--- src/rtl/mcf_pkg.sv ---
package mcf_pkg;

    localparam int ENTRY_W   = 72;
    localparam int MASK_LSB  = 66;
    localparam int MAX_PORTS = ENTRY_W - MASK_LSB;
    localparam int KIND_LSB  = 60;
    localparam int VID_LSB   = 48;
    localparam int VID_W     = 12;
    localparam int MC_BIT    = 40;
    localparam int SUP_BIT   = 65;
    localparam int MAC_W     = 48;

    typedef logic [ENTRY_W-1:0] entry_t;

    typedef enum logic [1:0] {
        KIND_FREE  = 2'd0,
        KIND_ADDR  = 2'd1,
        KIND_VLAN  = 2'd2,
        KIND_VADDR = 2'd3
    } kind_e;

    typedef enum logic [1:0] {
        ST_IDLE,
        ST_READ,
        ST_EVAL,
        ST_DONE
    } walk_st_e;

    typedef struct packed {
        kind_e                 kind;
        logic [VID_W-1:0]      vid;
        logic                  mcast;
        logic                  sup;
        logic                  bcast;
        logic [MAX_PORTS-1:0]  members;
    } entry_view_t;

    function automatic entry_view_t view_entry(entry_t e);
        entry_view_t v;
        v.kind    = kind_e'(e[KIND_LSB +: 2]);
        v.vid     = e[VID_LSB +: VID_W];
        v.mcast   = e[MC_BIT];
        v.sup     = e[SUP_BIT];
        v.bcast   = &e[MAC_W-1:0];
        v.members = e[MASK_LSB +: MAX_PORTS];
        return v;
    endfunction

endpackage

--- src/rtl/mcf_decide.sv ---
module mcf_decide
    import mcf_pkg::*;
#(
    parameter int PORTS = 3
) (
    input  entry_t                   entry_i,
    input  logic [PORTS-1:0]         mask_i,
    input  logic [VID_W-1:0]         vid_i,
    input  logic                     any_vlan_i,
    output logic                     modify_o,
    output entry_t                   entry_o
);
    entry_view_t      v;
    logic             kind_ok;
    logic             vlan_ok;
    logic [PORTS-1:0] cur;
    logic [PORTS-1:0] remain;

    always_comb begin
        v        = view_entry(entry_i);
        kind_ok  = (v.kind == KIND_ADDR) || (v.kind == KIND_VADDR);
        vlan_ok  = any_vlan_i || (v.vid == vid_i);
        cur      = v.members[PORTS-1:0];
        remain   = cur & ~mask_i;
        modify_o = kind_ok && vlan_ok && v.mcast && !v.sup && !v.bcast
                   && ((cur & mask_i) != '0);
        entry_o  = entry_i;
        if (remain == '0) begin
            entry_o[KIND_LSB +: 2] = KIND_FREE;
        end else begin
            entry_o[MASK_LSB +: PORTS] = remain;
        end
    end
endmodule

--- src/rtl/mcf_walker.sv ---
module mcf_walker
    import mcf_pkg::*;
#(
    parameter int DEPTH = 16,
    localparam int AW   = (DEPTH > 1) ? $clog2(DEPTH) : 1
) (
    input  logic          clk,
    input  logic          rst,
    input  logic          start_i,
    output logic          accept_o,
    output logic          rd_en_o,
    output logic          eval_o,
    output logic          done_o,
    output logic [AW-1:0] idx_o
);
    localparam logic [AW-1:0] LAST = AW'(DEPTH - 1);

    walk_st_e      st;
    logic [AW-1:0] idx;

    assign accept_o = (st == ST_IDLE) && start_i;
    assign rd_en_o  = (st == ST_READ);
    assign eval_o   = (st == ST_EVAL);
    assign done_o   = (st == ST_DONE);
    assign idx_o    = idx;

    always_ff @(posedge clk) begin
        if (rst) begin
            st  <= ST_IDLE;
            idx <= '0;
        end else begin
            case (st)
                ST_IDLE: begin
                    if (start_i) begin
                        st  <= ST_READ;
                        idx <= '0;
                    end
                end
                ST_READ: st <= ST_EVAL;
                ST_EVAL: begin
                    if (idx == LAST) begin
                        st <= ST_DONE;
                    end else begin
                        idx <= idx + 1'b1;
                        st  <= ST_READ;
                    end
                end
                default: st <= ST_IDLE;
            endcase
        end
    end
endmodule

--- src/rtl/mcast_flush_engine.sv ---
module mcast_flush_engine
    import mcf_pkg::*;
#(
    parameter int PORTS = 3,
    parameter int DEPTH = 16,
    localparam int AW   = (DEPTH > 1) ? $clog2(DEPTH) : 1
) (
    input  logic                 clk,
    input  logic                 rst,
    input  logic                 start,
    input  logic [PORTS-1:0]     req_mask,
    input  logic [VID_W-1:0]     req_vid,
    input  logic                 req_any_vlan,
    output logic                 done,
    output logic                 tbl_rd_en,
    output logic                 tbl_wr_en,
    output logic [AW-1:0]        tbl_addr,
    output logic [ENTRY_W-1:0]   tbl_wr_data,
    input  logic [ENTRY_W-1:0]   tbl_rd_data
);
    logic             accept;
    logic             eval;
    logic             modify;
    logic [PORTS-1:0] held_mask;
    logic [VID_W-1:0] held_vid;
    logic             held_any;
    entry_t           next_entry;

    always_ff @(posedge clk) begin
        if (rst) begin
            held_mask <= '0;
            held_vid  <= '0;
            held_any  <= 1'b0;
        end else if (accept) begin
            held_mask <= req_mask;
            held_vid  <= req_vid;
            held_any  <= req_any_vlan;
        end
    end

    mcf_walker #(.DEPTH(DEPTH)) u_walk (
        .clk      (clk),
        .rst      (rst),
        .start_i  (start),
        .accept_o (accept),
        .rd_en_o  (tbl_rd_en),
        .eval_o   (eval),
        .done_o   (done),
        .idx_o    (tbl_addr)
    );

    mcf_decide #(.PORTS(PORTS)) u_dec (
        .entry_i    (tbl_rd_data),
        .mask_i     (held_mask),
        .vid_i      (held_vid),
        .any_vlan_i (held_any),
        .modify_o   (modify),
        .entry_o    (next_entry)
    );

    assign tbl_wr_en   = eval && modify;
    assign tbl_wr_data = next_entry;
endmodule

--- config.mk ---
export PLATFORM = sky130hd
export DESIGN_NAME = mcast_flush_engine
export DESIGN_NICKNAME = d
export VERILOG_FILES = /design/src/rtl/mcf_pkg.sv /design/src/rtl/mcf_decide.sv /design/src/rtl/mcf_walker.sv /design/src/rtl/mcast_flush_engine.sv
export SDC_FILE = /design/constraint.sdc
export NUM_CORES = 1
export LEC_CHECK = 0
export BUFFER_PORTS_ARGS = -buffer_cell sky130_fd_sc_hd__buf_4
export CORE_MARGIN = 2
export CORE_UTILIZATION = 30
export CTS_CLUSTER_SIZE = 25
export DETAILED_ROUTE_END_ITERATION = 12
export PLACE_DENSITY = 0.69
export SYNTH_ARGS = -nofsm -noshare
export SYNTH_HDL_FRONTEND = slang
export SYNTH_SLANG_ARGS = --single-unit
export TNS_END_PERCENT = 10
--- constraint.sdc ---
create_clock -name clk -period 2.5 [get_ports clk]
set_clock_uncertainty 0.15 [all_clocks]
set_input_delay 0.375 -clock clk [delete_from_list [all_inputs] [get_ports clk]]
set_output_delay 0.375 -clock clk [all_outputs]
set_load 0.005 [all_outputs]
==> results.toml, run 1 <==
[sta]
max_slew.worst_pin.slew_ns = 0.696
period_share_pct = 92.9
slew_viol_final = 0
hold_viol_final = 0
max_freq_mhz = 431
tns_ns = 0
relSlewSlack_pct = 53.5
setup_violations = 0
rsz0062_at_grt = "false"
min_period_ns = 2.32

[yosys]
synth_fa_ha_area_share_pct = 0.734
synth_xor_xnor_area_share_pct = 6.68
synth_compound_area_share_pct = 10.9
synth_seq_cells = 22
synth.yosys.warnings = 0
ys_seq_area_share_pct = 25.8
syn_nets = 309
ys_types = 33
synth.mux.area_fraction_pct = 1.17
synthSimpleGateAreaFrac_pct = 22.2
syn-instance-count = 217
syn-cell-area_um2 = 1710
avgSynthCellArea_um2 = 7.86
synth_top_family_by_area = "buffers and inverters"

[clocking]
htree_levels = 1
cts_buffers = 3
cts_tree = "yes"
clk_transition_reported_paths_ns = 0.08
cts_hold_buffers = 0
clock_tree.root_cell = "clkbuf_8"
post-cts-setup-buffer-count = 0
clk_latency_ns = 0.26
clockBufferDepth = 2
clock_sinks = 22
cts_resized = 0

[final_layout]
fillCellCount = 542
seq_area_um2 = 440
num_antenna_cells = 0
nets = 399
final_cell_count_no_fill = 378
multi_input_area_um2 = 709
drive_above_1_share_pct = 54.2
design_area_um2 = 2490
syn_to_final_growth_pct = 45.9

[global_routing]
grt_max_degree = 23
met1_usage_pct = 17.4
grt_util_met3_pct = 4.07
antenna_found_initial = 0
grt.overflow.total = 0
busiest_layer = "met2"
use_met2_pct = 26.1
grt_pass1_vias = 1604
groute.usage.overall_pct = 14.6
grt_pass1_wl_um = 7410

[setup_path]
cpMaxStageDelayCell = "dfxtp_1"
crit_type = "register to primary output"
cp_slowest_stage_delay_ns = 0.58
crit_chain = "nor2b_1 > nand4b_1 > nor4_2 > buf_4"
required_ns = 1.98
cp.arrival_ns = 1.80
cp_max_fo = 9
worstSetupEndpointType = "primary output"
startpoint_type = "register"

[power_and_ir_drop]
power_mw = 0.941
p_per_area_nw_per_um2 = 378
p_leak_nw = 1.22
ir_drop_mv = 0.271

[floorplanning]
die_w_um = 79.4
ioPinCount = 170
rows = 27
core-area_um2 = 5510
dieArea_um2 = 6300
die_y_um = 79.4
initial_utilization_pct = 31.0

[routing]
post_drt_via_cell_ratio = 4.41
routed_wl_um = 4920
drc = 0
wl_per_cell_um = 13.0
ant_nets = 0
drtIter0Drc = 43
drtPass1Iterations = 4
vias = 1667

[placement]
placedInstanceArea_um2 = 2430
place_inst = 374
port_buffers = 157
hpwl_um = 4170
gp_congestion = 0.769

[run_status]
outcome = "complete, no violations"

[flow_run]
cap_violations = 0

[min_path]
hold_path.class = "input pin to register"
power by group:
part | total (mW) | internal, mW | switching, mW
sequential | 0.387 | 0.369 | 0.0177
combinational | 0.304 | 0.189 | 0.115
clock | 0.251 | 0.140 | 0.111
path summary, 6_finish.rpt:
check	startpoint	endpoint	slack, ns	depth (start not counted)
max	u_walk.st[1]$_SDFFE_PP0P_	tbl_wr_en	0.18	4
min	req_vid[1]	held_vid[1]$_SDFFE_PP0P_	0.20	3
max reg2reg	u_walk.idx_o[0]$_SDFFE_PP0P_	u_walk.idx_o[1]$_SDFFE_PP0P_	0.92	5
min reg2reg	held_any$_SDFFE_PP0P_	held_any$_SDFFE_PP0P_	0.31	2
registers in the layout, indices dropped and copies added, names as in the netlist:
register / cells
held_any: 1
held_mask: 3
u_walk.st: 2
u_walk.idx_o: 4
held_vid: 12
worst max-delay path: cells and delay by family (launching register included):
family                 cells  cell delay (ns)
AND/OR/NAND/NOR            3             0.81
flip-flops                 1             0.58
buffers and inverters      1             0.15
metal layers:
layer	up-vias	wire, µm
li1	843	-
met1	746	1960
met2	72	2540
met3	6	352
met4	0	65
met5	-	0
synthesized netlist by cell type, drive strengths merged:
master	instances	area, µm²
a31oi	2	12.5
nor3	1	5.00
a222oi	1	10.0
and3	2	17.5
dfxtp	22	440
mux2i	2	20.0
nor2	7	26.3
xnor2	1	8.76
a211oi	1	12.5
buf	70	533
ha	1	12.5
nor4	7	50.1
clkbuf	2	7.51
nand4b	1	8.76
nand2b	1	6.26
o21bai	1	18.8
and2	4	25.0
o21ai	1	5.00
nand2	34	128
a21boi	1	7.51
o22ai	1	6.26
a21oi	21	105
nor2b	2	12.5
a21o	1	7.51
nand4	12	75.1
xor2	12	105
nor3b	1	18.8
inv	4	15.0
nand3	1	5.00
cell usage in the layout, fill, tap and decap left out, types with 2 or more instances in the layout:
master / count
buf_4: 157
nand2_1: 34
dfxtp_1: 22
inv_1: 4
nor2b_1: 2
and2_1: 3
a31oi_1: 2
xor2_1: 12
mux2i_1: 2
nand4_1: 12
nor2_1: 7
clkbuf_8: 4
a21oi_1: 21
nor4_1: 6
logic make-up (layout without fill, tap and decap cells):
logic type                 count (synthesis)  count (layout)
buffers and inverters                     76             165
and+or+nand+nor                           73              73
AOI/OAI and AO/OA                         30              30
DFF                                       22              22
xor gates and xnor gates                  13              13
muxes                                      2               2
adders and majority gates                  1               1
layout make-up:
class	count	area share (%)
Clock buffer	4	2.21
Tap cell	72	3.62
Sequential cell	22	17.7
Inverter	4	0.603
Multi-Input combinational cell	119	28.5
Timing Repair Buffer	157	47.4
per-stage QoR:
stage | hold WS, ns | utilization [%] | worst slack, ns
floorplan | 0.286 | - | 0.859
global placement | 0.309 | 44.2 | 0.422
detailed placement | 0.307 | 44.2 | 0.442
CTS | 0.200 | 45.2 | 0.182
global route | 0.206 | 45.2 | 0.0209
finish | 0.205 | 45.2 | 0.178
No activity file was read; power rests on OpenSTA's default activity.
==> inputs of run 2 (changes only) <==
--- a/config.mk
+++ b/config.mk
@@ -10,7 +10,8 @@
 export CORE_UTILIZATION = 30
 export CTS_CLUSTER_SIZE = 25
 export DETAILED_ROUTE_END_ITERATION = 12
-export PLACE_DENSITY = 0.69
+export GPL_ROUTABILITY_DRIVEN = 0
+export PLACE_DENSITY = 0.79
 export SYNTH_ARGS = -nofsm -noshare
 export SYNTH_HDL_FRONTEND = slang
 export SYNTH_SLANG_ARGS = --single-unit
==> run 2 against run 1 <==
Maximum frequency is 0.73% higher. Power hardly changed. Worst hold slack better by 0.0036 ns. Final cell count stayed put. Final area stayed put. First-iteration DRC count is 2.3% higher. Clock-buffer cell count stayed put.
==> results.toml, run 2 (synthesis results as in run 1) <==
[clocking]
cts_resized = 0
htree_levels = 1
cts_hold_buffers = 0
post-cts-setup-buffer-count = 0
clk_transition_reported_paths_ns = 0.08
clockBufferDepth = 2
cts_tree = "yes"
clock_tree.root_cell = "clkbuf_8"
clk_latency_ns = 0.25
clock_sinks = 22
cts_buffers = 3

[routing]
dr_wl_met3_um = 298
wl_per_cell_um = 12.9
route.top_layer_used = "met4"
drtPass1Iterations = 4
wl_met2_um = 2550
wl_met1_um = 1990
drtIter0Drc = 44
routed_wl_um = 4890
drc = 0
ant_nets = 0
post_drt_via_cell_ratio = 4.44
vias = 1680

[floorplanning]
core-area_um2 = 5510
die_w_um = 79.4
dieArea_um2 = 6300
die_y_um = 79.4
initial_utilization_pct = 31.0
ioPinCount = 170
rows = 27

[global_routing]
grt_pass1_vias = 1574
grt.overflow.total = 0
grt_pass1_wl_um = 7210
antenna_found_initial = 0
grt_max_degree = 23
groute.usage.overall_pct = 14.2

[setup_path]
required_ns = 1.98
crit_type = "register to primary output"
cpMaxStageDelayCell = "dfxtp_1"
worstSetupEndpointType = "primary output"
cp_max_fo = 9
path_buf_inv = 1
startpoint_type = "register"
crit_chain = "nor2b_1 > nand4b_1 > nor4_2 > buf_4"
cp.arrival_ns = 1.78
crit_family = "simple AND/OR/NAND/NOR gates"
cp_slowest_stage_delay_ns = 0.59

[final_layout]
mostFrequentLayoutCells = "buf_4 (157), nand2_1 (34), dfxtp_1 (22), a21oi_1 (21)"
fillCellCount = 553
regMostFlops = "held_vid"
final_common_cell = "buf_4"
post-route-util_pct = 45.2
nets = 399
final_cell_count_no_fill = 378
drive_above_1_share_pct = 54.2
num_antenna_cells = 0
design_area_um2 = 2490
syn_to_final_growth_pct = 45.9
largest_reg_flops = 12

[placement]
port_buffers = 157
placedInstanceArea_um2 = 2430
hpwl_um = 4180
place_inst = 374
dp_slack_ns = 0.401

[sta]
max_slew.worst_pin.slew_ns = 0.715
tns_ns = 0
slew_viol_final = 0
hold_slack_ns = 0.208
hold_viol_final = 0
setup_violations = 0
relSlewSlack_pct = 52.3
setup_slack_ns = 0.194
rsz0062_at_grt = "false"
period_share_pct = 92.2
min_period_ns = 2.31
max_freq_mhz = 434

[flow_run]
cap_violations = 0

[run_status]
outcome = "complete, no violations"

[power_and_ir_drop]
ir_drop_mv = 0.305
p_per_area_nw_per_um2 = 378
p_leak_nw = 1.22
power_mw = 0.941

[min_path]
hold_path.class = "input pin to register"
-- run 2: cell counts in the layout (fill, tap and decap cells not counted) --
No cell type changed its count.
-- run 2: worst reg2reg max path, cell delays in order (launching register included) --
cell and delay, ns:
dfxtp_1 0.44, nor3b_4 0.66, nor2_1 0.08, o21ai_0 0.10, a31oi_1 0.06
-- run 2: area by class of cell --
cell class / count / area, µm² / area share [%]
timing repair buffer: 157 / 1180 / 47.4
inverter: 4 / 15.0 / 0.603
clock buffer: 4 / 55.1 / 2.21
sequential: 22 / 440 / 17.7
multi-input combinational: 119 / 709 / 28.5
tap: 72 / 90.1 / 3.62
-- run 2: path summary, 6_finish.rpt --
check,from,to,slack (ns),cells past startpoint
max reg2reg,u_walk.st[1]$_SDFFE_PP0P_,u_walk.idx_o[2]$_SDFFE_PP0P_,0.90,4
min,req_vid[6],held_vid[6]$_SDFFE_PP0P_,0.21,3
max,u_walk.st[1]$_SDFFE_PP0P_,tbl_wr_en,0.19,4
min reg2reg,held_any$_SDFFE_PP0P_,held_any$_SDFFE_PP0P_,0.31,2
-- run 2: per-layer routing --
metal | up-vias | GRT usage, %
li1 | 844 | -
met4 | 0 | 2.41
met3 | 4 | 2.94
met2 | 66 | 26.5
met1 | 766 | 16.8
met5 | - | 0
-- run 2: power breakdown --
part           internal (mW)  leakage [nW]  total (mW)  switching (mW)
Combinational          0.189          1.01       0.305           0.117
Sequential             0.369         0.180       0.387          0.0176
Clock                  0.140        0.0288       0.249           0.109
Total                  0.698          1.22       0.941           0.243
